### config.mk
export PLATFORM = sky130hd
export DESIGN_NAME = spi_cmdq_master
export DESIGN_NICKNAME = d
export VERILOG_FILES = /design/src/rtl/spi_cmdq_pkg.sv /design/src/rtl/spi_cmdq_fifo.sv /design/src/rtl/spi_cmdq_shifter.sv /design/src/rtl/spi_cmdq_master.sv
export SDC_FILE = /design/constraint.sdc
export NUM_CORES = 1
export LEC_CHECK = 0
export ABC_AREA = 1
export BUFFER_PORTS_ARGS = -buffer_cell sky130_fd_sc_hd__clkbuf_2
export CAP_MARGIN = 20
export CORE_UTILIZATION = 51
export CTS_CLUSTER_SIZE = 40
export DETAILED_ROUTE_END_ITERATION = 12
export HOLD_SLACK_MARGIN = 0.05
export PLACE_DENSITY = 0.68
export SLEW_MARGIN = 20
export SYNTH_ARGS = -nofsm -noshare
export SYNTH_HDL_FRONTEND = slang
export SYNTH_SLANG_ARGS = --single-unit
export TNS_END_PERCENT = 20
### constraint.sdc
create_clock -name clk -period 12 [get_ports clk]
set_input_delay 3.6 -clock clk [delete_from_list [all_inputs] [get_ports clk]]
set_output_delay 3.6 -clock clk [all_outputs]
set_load 0.02 [all_outputs]
### src/rtl/spi_cmdq_pkg.sv
package spi_cmdq_pkg;

    localparam int NUM_SS    = 6;
    localparam int FRAME_W   = 16;
    localparam int HALF_W    = 17;

    localparam logic [7:0] A_CTRL  = 8'h00;
    localparam logic [7:0] A_ATTR0 = 8'h0C;
    localparam logic [7:0] A_STAT  = 8'h2C;
    localparam logic [7:0] A_IEN   = 8'h30;
    localparam logic [7:0] A_PUSH  = 8'h34;
    localparam logic [7:0] A_POP   = 8'h38;

    typedef struct packed {
        logic [3:0] fsz;
        logic       cpol;
        logic       cpha;
        logic       lsb;
        logic [1:0] pre;
        logic [3:0] scal;
    } attr_t;

    typedef struct packed {
        logic              hold;
        logic              pad0;
        logic [1:0]        asel;
        logic              last;
        logic              restart;
        logic [3:0]        pad1;
        logic [NUM_SS-1:0] sel;
        logic [FRAME_W-1:0] data;
    } cmd_t;

    function automatic attr_t word_to_attr(logic [31:0] w);
        attr_t a;
        a.fsz  = w[30:27];
        a.cpol = w[26];
        a.cpha = w[25];
        a.lsb  = w[24];
        a.pre  = w[17:16];
        a.scal = w[3:0];
        return a;
    endfunction

    function automatic logic [31:0] attr_to_word(attr_t a);
        return {1'b0, a.fsz, a.cpol, a.cpha, a.lsb, 6'b0, a.pre, 12'b0, a.scal};
    endfunction

    function automatic logic [HALF_W-1:0] half_period(attr_t a);
        int p;
        int s;
        case (a.pre)
            2'd0:    p = 2;
            2'd1:    p = 3;
            2'd2:    p = 5;
            default: p = 7;
        endcase
        if (a.scal < 4'd4) s = 2 * (int'(a.scal) + 1);
        else               s = 1 << a.scal;
        return HALF_W'((p * s) / 2);
    endfunction

endpackage

### src/rtl/spi_cmdq_fifo.sv
module spi_cmdq_fifo #(
    parameter int W     = 32,
    parameter int DEPTH = 4
) (
    input  logic         clk,
    input  logic         rst_n,
    input  logic         push,
    input  logic [W-1:0] wdata,
    input  logic         pop,
    input  logic         flush,
    output logic [W-1:0] rdata,
    output logic         full,
    output logic         empty
);
    localparam int AW = $clog2(DEPTH);

    typedef struct packed {
        logic [DEPTH-1:0][W-1:0] mem;
        logic [AW-1:0]           rp;
        logic [AW:0]             cnt;
    } fifo_st_t;

    fifo_st_t st_d, st_q;
    logic     do_push, do_pop;
    logic [AW-1:0] wp;

    assign full  = (st_q.cnt == (AW+1)'(DEPTH));
    assign empty = (st_q.cnt == '0);
    assign rdata = st_q.mem[st_q.rp];
    assign wp    = st_q.rp + st_q.cnt[AW-1:0];

    always_comb begin
        st_d    = st_q;
        do_pop  = pop && !empty;
        do_push = push && (!full || do_pop);
        if (flush) begin
            st_d.rp  = '0;
            st_d.cnt = '0;
        end else begin
            if (do_push) st_d.mem[wp] = wdata;
            if (do_pop)  st_d.rp = st_q.rp + 1'b1;
            st_d.cnt = st_q.cnt + {{AW{1'b0}}, do_push} - {{AW{1'b0}}, do_pop};
        end
    end

    always_ff @(posedge clk) begin
        if (!rst_n) st_q <= '0;
        else        st_q <= st_d;
    end


    fill_bound_chk: assert property (@(posedge clk) disable iff (!rst_n)
        st_q.cnt <= (AW+1)'(DEPTH));


    full_drop_chk: assert property (@(posedge clk) disable iff (!rst_n)
        (full && push && !pop && !flush) |=> full);


    empty_pop_chk: assert property (@(posedge clk) disable iff (!rst_n)
        (empty && pop && !push && !flush) |=> (empty && $stable(st_q.rp)));

endmodule

### src/rtl/spi_cmdq_shifter.sv
module spi_cmdq_shifter
    import spi_cmdq_pkg::*;
(
    input  logic               clk,
    input  logic               rst_n,
    input  logic               start,
    input  logic [FRAME_W-1:0] tx_data,
    input  attr_t              attr,
    input  logic               miso,
    output logic               busy,
    output logic               done,
    output logic [FRAME_W-1:0] rx_data,
    output logic               sck_o,
    output logic               mosi_o
);
    localparam int EW = $clog2(2 * FRAME_W + 1) + 1;

    typedef struct packed {
        logic               run;
        logic               done;
        logic [HALF_W-1:0]  half;
        logic [HALF_W-1:0]  div;
        logic [EW-1:0]      edges;
        logic               sck;
        logic [FRAME_W-1:0] tx;
        logic [FRAME_W-1:0] rx;
        attr_t              a;
    } sh_st_t;

    sh_st_t st_d, st_q;
    logic [3:0]    fsz_eff;
    logic [EW-1:0] edge_total;
    logic [EW-1:0] tx_idx;
    logic [3:0]    rx_pos;
    logic [3:0]    tx_pos;
    logic [HALF_W-1:0] start_half;

    function automatic logic [3:0] bit_pos(logic lsb, logic [3:0] top, logic [3:0] k);
        return lsb ? k : (top - k);
    endfunction

    assign fsz_eff    = (st_q.a.fsz < 4'd3) ? 4'd3 : st_q.a.fsz;
    assign edge_total = EW'({1'b0, fsz_eff} + 5'd1) << 1;
    assign start_half = half_period(attr);

    always_comb begin
        if (st_q.a.cpha) tx_idx = (st_q.edges == '0) ? '0 : ((st_q.edges - 1'b1) >> 1);
        else             tx_idx = st_q.edges >> 1;
    end

    assign tx_pos  = bit_pos(st_q.a.lsb, fsz_eff, tx_idx[3:0]);
    assign rx_pos  = bit_pos(st_q.a.lsb, fsz_eff, st_q.edges[4:1]);
    assign mosi_o  = st_q.run && (tx_idx <= EW'(fsz_eff)) && st_q.tx[tx_pos];
    assign sck_o   = st_q.sck;
    assign busy    = st_q.run;
    assign done    = st_q.done;
    assign rx_data = st_q.rx;

    always_comb begin
        st_d      = st_q;
        st_d.done = 1'b0;
        if (!st_q.run) begin
            if (start) begin
                st_d.run   = 1'b1;
                st_d.a     = attr;
                st_d.tx    = tx_data;
                st_d.rx    = '0;
                st_d.edges = '0;
                st_d.sck   = attr.cpol;
                st_d.half  = start_half;
                st_d.div   = start_half - 1'b1;
            end
        end else if (st_q.div != '0) begin
            st_d.div = st_q.div - 1'b1;
        end else begin
            st_d.div = st_q.half - 1'b1;
            if (st_q.edges == edge_total) begin
                st_d.run  = 1'b0;
                st_d.done = 1'b1;
            end else begin
                st_d.sck   = ~st_q.sck;
                st_d.edges = st_q.edges + 1'b1;
                if (st_q.a.cpha == st_q.edges[0]) st_d.rx[rx_pos] = miso;
            end
        end
    end

    always_ff @(posedge clk) begin
        if (!rst_n) st_q <= '0;
        else        st_q <= st_d;
    end


    sck_rest_chk: assert property (@(posedge clk) disable iff (!rst_n)
        (!st_q.run && !start) |=> $stable(sck_o));


    done_pulse_chk: assert property (@(posedge clk) disable iff (!rst_n)
        done |=> !done);


    sck_level_end_chk: assert property (@(posedge clk) disable iff (!rst_n)
        done |-> (sck_o == st_q.a.cpol));

endmodule

### src/rtl/spi_cmdq_master.sv
module spi_cmdq_master
    import spi_cmdq_pkg::*;
#(
    parameter int TX_DEPTH = 4,
    parameter int RX_DEPTH = 4,
    parameter int CNT_W    = 16
) (
    input  logic        clk,
    input  logic        rst_n,
    input  logic        bus_wr,
    input  logic        bus_rd,
    input  logic [7:0]  bus_addr,
    input  logic [31:0] bus_wdata,
    output logic [31:0] bus_rdata,
    output logic        sck,
    output logic        mosi,
    input  logic        miso,
    output logic [5:0]  ss_pin,
    output logic        irq
);
    localparam int NUM_ATTR = 4;

    typedef struct packed {
        logic                        run;
        logic [NUM_SS-1:0]           idle;
        attr_t [NUM_ATTR-1:0]        attrs;
        logic                        ien;
        logic                        flag;
        logic [CNT_W-1:0]            cnt;
        logic                        busy;
        logic [NUM_SS-1:0]           sel;
        logic                        cur_hold;
        logic                        cur_last;
    } top_st_t;

    top_st_t st_d, st_q;

    logic        tx_push, tx_pop, tx_flush, tx_full, tx_empty;
    logic        rx_push, rx_pop, rx_flush, rx_full, rx_empty;
    logic [31:0] tx_head;
    logic [FRAME_W-1:0] rx_head, sh_rx;
    logic        sh_start, sh_busy, sh_done;
    cmd_t        cmd;
    attr_t       cur_attr;

    assign cmd      = cmd_t'(tx_head);
    assign cur_attr = st_q.attrs[cmd.asel];

    spi_cmdq_fifo #(.W(32), .DEPTH(TX_DEPTH)) u_txq (
        .clk(clk), .rst_n(rst_n), .push(tx_push), .wdata(bus_wdata),
        .pop(tx_pop), .flush(tx_flush), .rdata(tx_head),
        .full(tx_full), .empty(tx_empty)
    );

    spi_cmdq_fifo #(.W(FRAME_W), .DEPTH(RX_DEPTH)) u_rxq (
        .clk(clk), .rst_n(rst_n), .push(rx_push), .wdata(sh_rx),
        .pop(rx_pop), .flush(rx_flush), .rdata(rx_head),
        .full(rx_full), .empty(rx_empty)
    );

    spi_cmdq_shifter u_shift (
        .clk(clk), .rst_n(rst_n), .start(sh_start), .tx_data(cmd.data),
        .attr(cur_attr), .miso(miso), .busy(sh_busy), .done(sh_done),
        .rx_data(sh_rx), .sck_o(sck), .mosi_o(mosi)
    );

    always_comb begin
        st_d     = st_q;
        tx_push  = 1'b0;
        tx_pop   = 1'b0;
        tx_flush = 1'b0;
        rx_push  = 1'b0;
        rx_flush = 1'b0;
        sh_start = 1'b0;
        rx_pop   = bus_rd && (bus_addr == A_POP) && !rx_empty;

        if (bus_wr) begin
            case (bus_addr)
                A_CTRL: begin
                    st_d.run = bus_wdata[31];
                    st_d.idle = bus_wdata[21:16];
                    tx_flush = bus_wdata[11];
                    rx_flush = bus_wdata[10];
                end
                A_STAT:  if (bus_wdata[28]) st_d.flag = 1'b0;
                A_IEN:   st_d.ien = bus_wdata[28];
                A_PUSH:  tx_push = 1'b1;
                default: begin
                    for (int i = 0; i < NUM_ATTR; i++) begin
                        if (bus_addr == A_ATTR0 + 8'(4 * i))
                            st_d.attrs[i] = word_to_attr(bus_wdata);
                    end
                end
            endcase
        end

        if (!st_q.busy) begin
            if (st_q.run && !st_q.flag && !tx_empty && !rx_full && !sh_busy) begin
                tx_pop        = 1'b1;
                sh_start      = 1'b1;
                st_d.busy     = 1'b1;
                st_d.sel      = cmd.sel;
                st_d.cur_hold = cmd.hold;
                st_d.cur_last = cmd.last;
                if (cmd.restart) st_d.cnt = '0;
            end
        end else if (sh_done) begin
            rx_push   = 1'b1;
            st_d.busy = 1'b0;
            st_d.cnt  = st_q.cnt + 1'b1;
            if (st_q.cur_last) st_d.flag = 1'b1;
            if (!st_q.cur_hold || st_q.cur_last) st_d.sel = '0;
        end
    end

    always_ff @(posedge clk) begin
        if (!rst_n) begin
            st_q      <= '0;
            st_q.idle <= '1;
        end else begin
            st_q <= st_d;
        end
    end

    always_comb begin
        bus_rdata = '0;
        case (bus_addr)
            A_CTRL: bus_rdata = {st_q.run, 9'b0, st_q.idle, 16'b0};
            A_STAT: bus_rdata = {3'b0, st_q.flag, 12'b0, st_q.cnt};
            A_IEN:  bus_rdata = {3'b0, st_q.ien, 28'b0};
            A_POP:  bus_rdata = rx_empty ? 32'b0 : {16'b0, rx_head};
            default: begin
                for (int i = 0; i < NUM_ATTR; i++) begin
                    if (bus_addr == A_ATTR0 + 8'(4 * i))
                        bus_rdata = attr_to_word(st_q.attrs[i]);
                end
            end
        endcase
    end

    assign ss_pin = st_q.idle ^ st_q.sel;
    assign irq    = st_q.flag & st_q.ien;


    eoq_rise_chk: assert property (@(posedge clk) disable iff (!rst_n)
        $rose(st_q.flag) |-> $past(sh_done));


    eoq_halt_chk: assert property (@(posedge clk) disable iff (!rst_n)
        st_q.flag |-> !sh_start);


    sel_hold_chk: assert property (@(posedge clk) disable iff (!rst_n)
        (!sh_start && !sh_done) |=> $stable(st_q.sel));


    rx_room_chk: assert property (@(posedge clk) disable iff (!rst_n)
        sh_start |-> !rx_full);

endmodule

==> flow_metrics.py <==
metrics = {
    "placement": {
        "place_congestion": 0.902,
        "portBuffers": 81,
        "dp_hpwl_mm": 35.2,
        "pre_cts_ws_ns": 2.53,
        "placed_cell_area_sq_um": 19500,
        "place_inst": 3226,
    },
    "synth": {
        "ys_types": 54,
        "synth-edff-count": 0,
        "synth-main-ff-cell": "dfxtp_1",
        "syn-cell-area_sq_um": 19000,
        "syn_area_per_cell_sq_um": 6.80,
        "ys_seq_elements": 350,
        "synthCells": 2798,
        "async_flop_share_pct": 0,
        "yosysSeqAreaShare_pct": 36.8,
        "yosysWarnings": 0,
    },
    "sta": {
        "skew_ns": 0.0163,
        "fin_hold_ws_ns": 0.441,
        "finalHoldViolCount": 0,
        "min_period_ns": 9.54,
        "fin_ws_ns": 2.46,
        "relSlewSlack_pct": 30.9,
        "rsz0062_at_grt": "no",
        "finalSetupTns_ns": 0,
        "fmax_mhz": 105,
        "slew_violations": 0,
        "worstMarginPinSlew_ns": 1.03,
        "period_share_pct": 79.5,
        "setup_violations": 0,
    },
    "worst_setup_path": {
        "path_class": "input port to output port",
        "cpPeakStageDelay_ns": 0.62,
        "startpoint_type": "input port",
        "critPathSlowestCell": "a221oi_1",
        "cp.arrival_ns": 5.94,
        "cpMostUsedCell": "inv_1",
        "required_ns": 8.40,
        "cp_max_fo": 13,
        "worstPathCellList": "clkbuf_2 > inv_1 > nand3_1 > inv_1 > nand2_1 > inv_1 > a221oi_1 > o311ai_0 > clkbuf_2",
        "r2r_cells": 22,
        "end_kind": "output port",
    },
    "power": {
        "finalPower_mw": 2.45,
        "cellPowerDensity_nw_per_um2": 118,
        "ir_worst_vdd_mv": 0.116,
        "leakage_nw": 8.41,
    },
    "clocking": {
        "h-tree-depth": 2,
        "cts_buffers": 40,
        "cts_tree": "yes",
        "numClockSinks": 350,
        "clk_latency_ns": 0.56,
        "clk_pin_slew_ns": 0.05,
        "postCtsHoldBufs": 0,
        "clk_path_buf_depth": 3,
        "cts_resized": 0,
        "post_cts_buffers": 0,
        "root_buffer": "clkbuf_16",
    },
    "finish": {
        "final_util_pct": 56.8,
        "n_fill_cell": 3543,
        "layout-drive-gt1-share_pct": 7.01,
        "final_cell_mix": "inv_1, nand2_1, o21ai_0, a21oi_1, dfxtp_1",
        "insertedDiodeCount": 0,
        "final_area_sq_um": 20800,
        "syn2layout_area_growth_pct": 9.36,
        "final_cells": 3294,
        "finalNetCount": 2920,
        "final_common_cell": "inv_1",
    },
    "run_status": {
        "status": "finished clean",
    },
    "grt": {
        "grt_pass1_vias": 16800,
        "grt_max_degree": 133,
        "antenna_found_initial": 0,
        "gr-total-overflow": 0,
        "grtUsageTotal_pct": 27.3,
        "grt_pass1_wl_mm": 85.0,
    },
    "route": {
        "via_count": 18000,
        "viasPerCell": 5.46,
        "drc": 0,
        "drt_iter0_markers": 1315,
        "ant_nets": 0,
        "wl_mm": 51.8,
        "drtPass1Iterations": 5,
        "wl_per_cell_um": 15.7,
    },
    "hold_path": {
        "hold_class": "register to register",
        "holdPathStages": 2,
    },
    "floorplan": {
        "start_util_pct": 51.9,
        "die_h_um": 195,
        "ios": 86,
        "placement_rows": 70,
        "die_area_sq_um": 38100,
        "core_area_sq_um": 36600,
        "die_w_um": 195,
    },
    "run": {
        "cap_viol_max_count": 0,
    },
}
[logic make-up (layout without fill, tap and decap cells)]
family | count (synthesis) | count (layout) | share of synthesized area [%]
DFF | 350 | 350 | 36.8
AOI/OAI and AO/OA | 890 | 890 | 24.9
adders and majority gates | 75 | 75 | 5.65
xor gates and xnor gates | 32 | 32 | 1.51
other | 1 | 4 | 0.0197
buffers and inverters | 591 | 616 | 12.2
and+or+nand+nor | 859 | 859 | 18.9
[layout make-up]
class,instances,area (sq um),area share (%)
Multi-Input combinational cell,1860,9710,46.7
Sequential cell,350,7010,33.7
Inverter,451,1690,8.14
Clock buffer,55,1160,5.58
Tap cell,468,586,2.82
Timing Repair Buffer,97,536,2.58
Clock inverter,13,108,0.517
[metal layers]
metal	routed length (um)	GRT usage (%)
met5	0	0
met4	1260	8.34
met3	3300	4.96
met2	24100	45.4
met1	23200	35.8
[final timing paths]
kind         slack (ns)                to           start
max reg2reg        4.63  u_shift.st_q[64]   u_txq.st_q[4]
min                0.44    u_txq.st_q[19]  u_txq.st_q[19]
min reg2reg        0.44    u_txq.st_q[19]  u_txq.st_q[19]
max                2.46      bus_rdata[0]     bus_addr[5]
[sequential cells by signal (all words and copies together) (netlist names)]
register,flops
u_txq.st_q,113
u_shift.rx_data,16
u_rxq.st_q,69
st_q,86
u_shift.sck_o,1
u_shift.done,1
u_shift.busy,1
u_shift.st_q,63
[power breakdown]
group	internal, mW	switching (mW)
registers	1.16	0.000719
clock network	0.696	0.492
logic	0.0266	0.0661
[cells in the mapped netlist (18+ instances only)]
master	n	area [sq um]
dfxtp_1	350	7010
xor2_1	20	175
nand3_1	121	606
ha_1	57	713
nor2_1	246	923
a21oi_1	371	1860
fa_1	18	360
clkbuf_1	91	342
o21ai_1	20	100
inv_1	440	1650
nand2_1	413	1550
o21ai_0	402	2010
nor3_1	26	130
[worst max-delay path: cells and delay by family]
family / cells / cell delay [ns]
AOI/OAI and AO/OA: 2 / 1.12
and+or+nand+nor: 2 / 0.53
buffers and inverters: 5 / 0.67
Note: power is estimated with default switching activity, not from simulation.
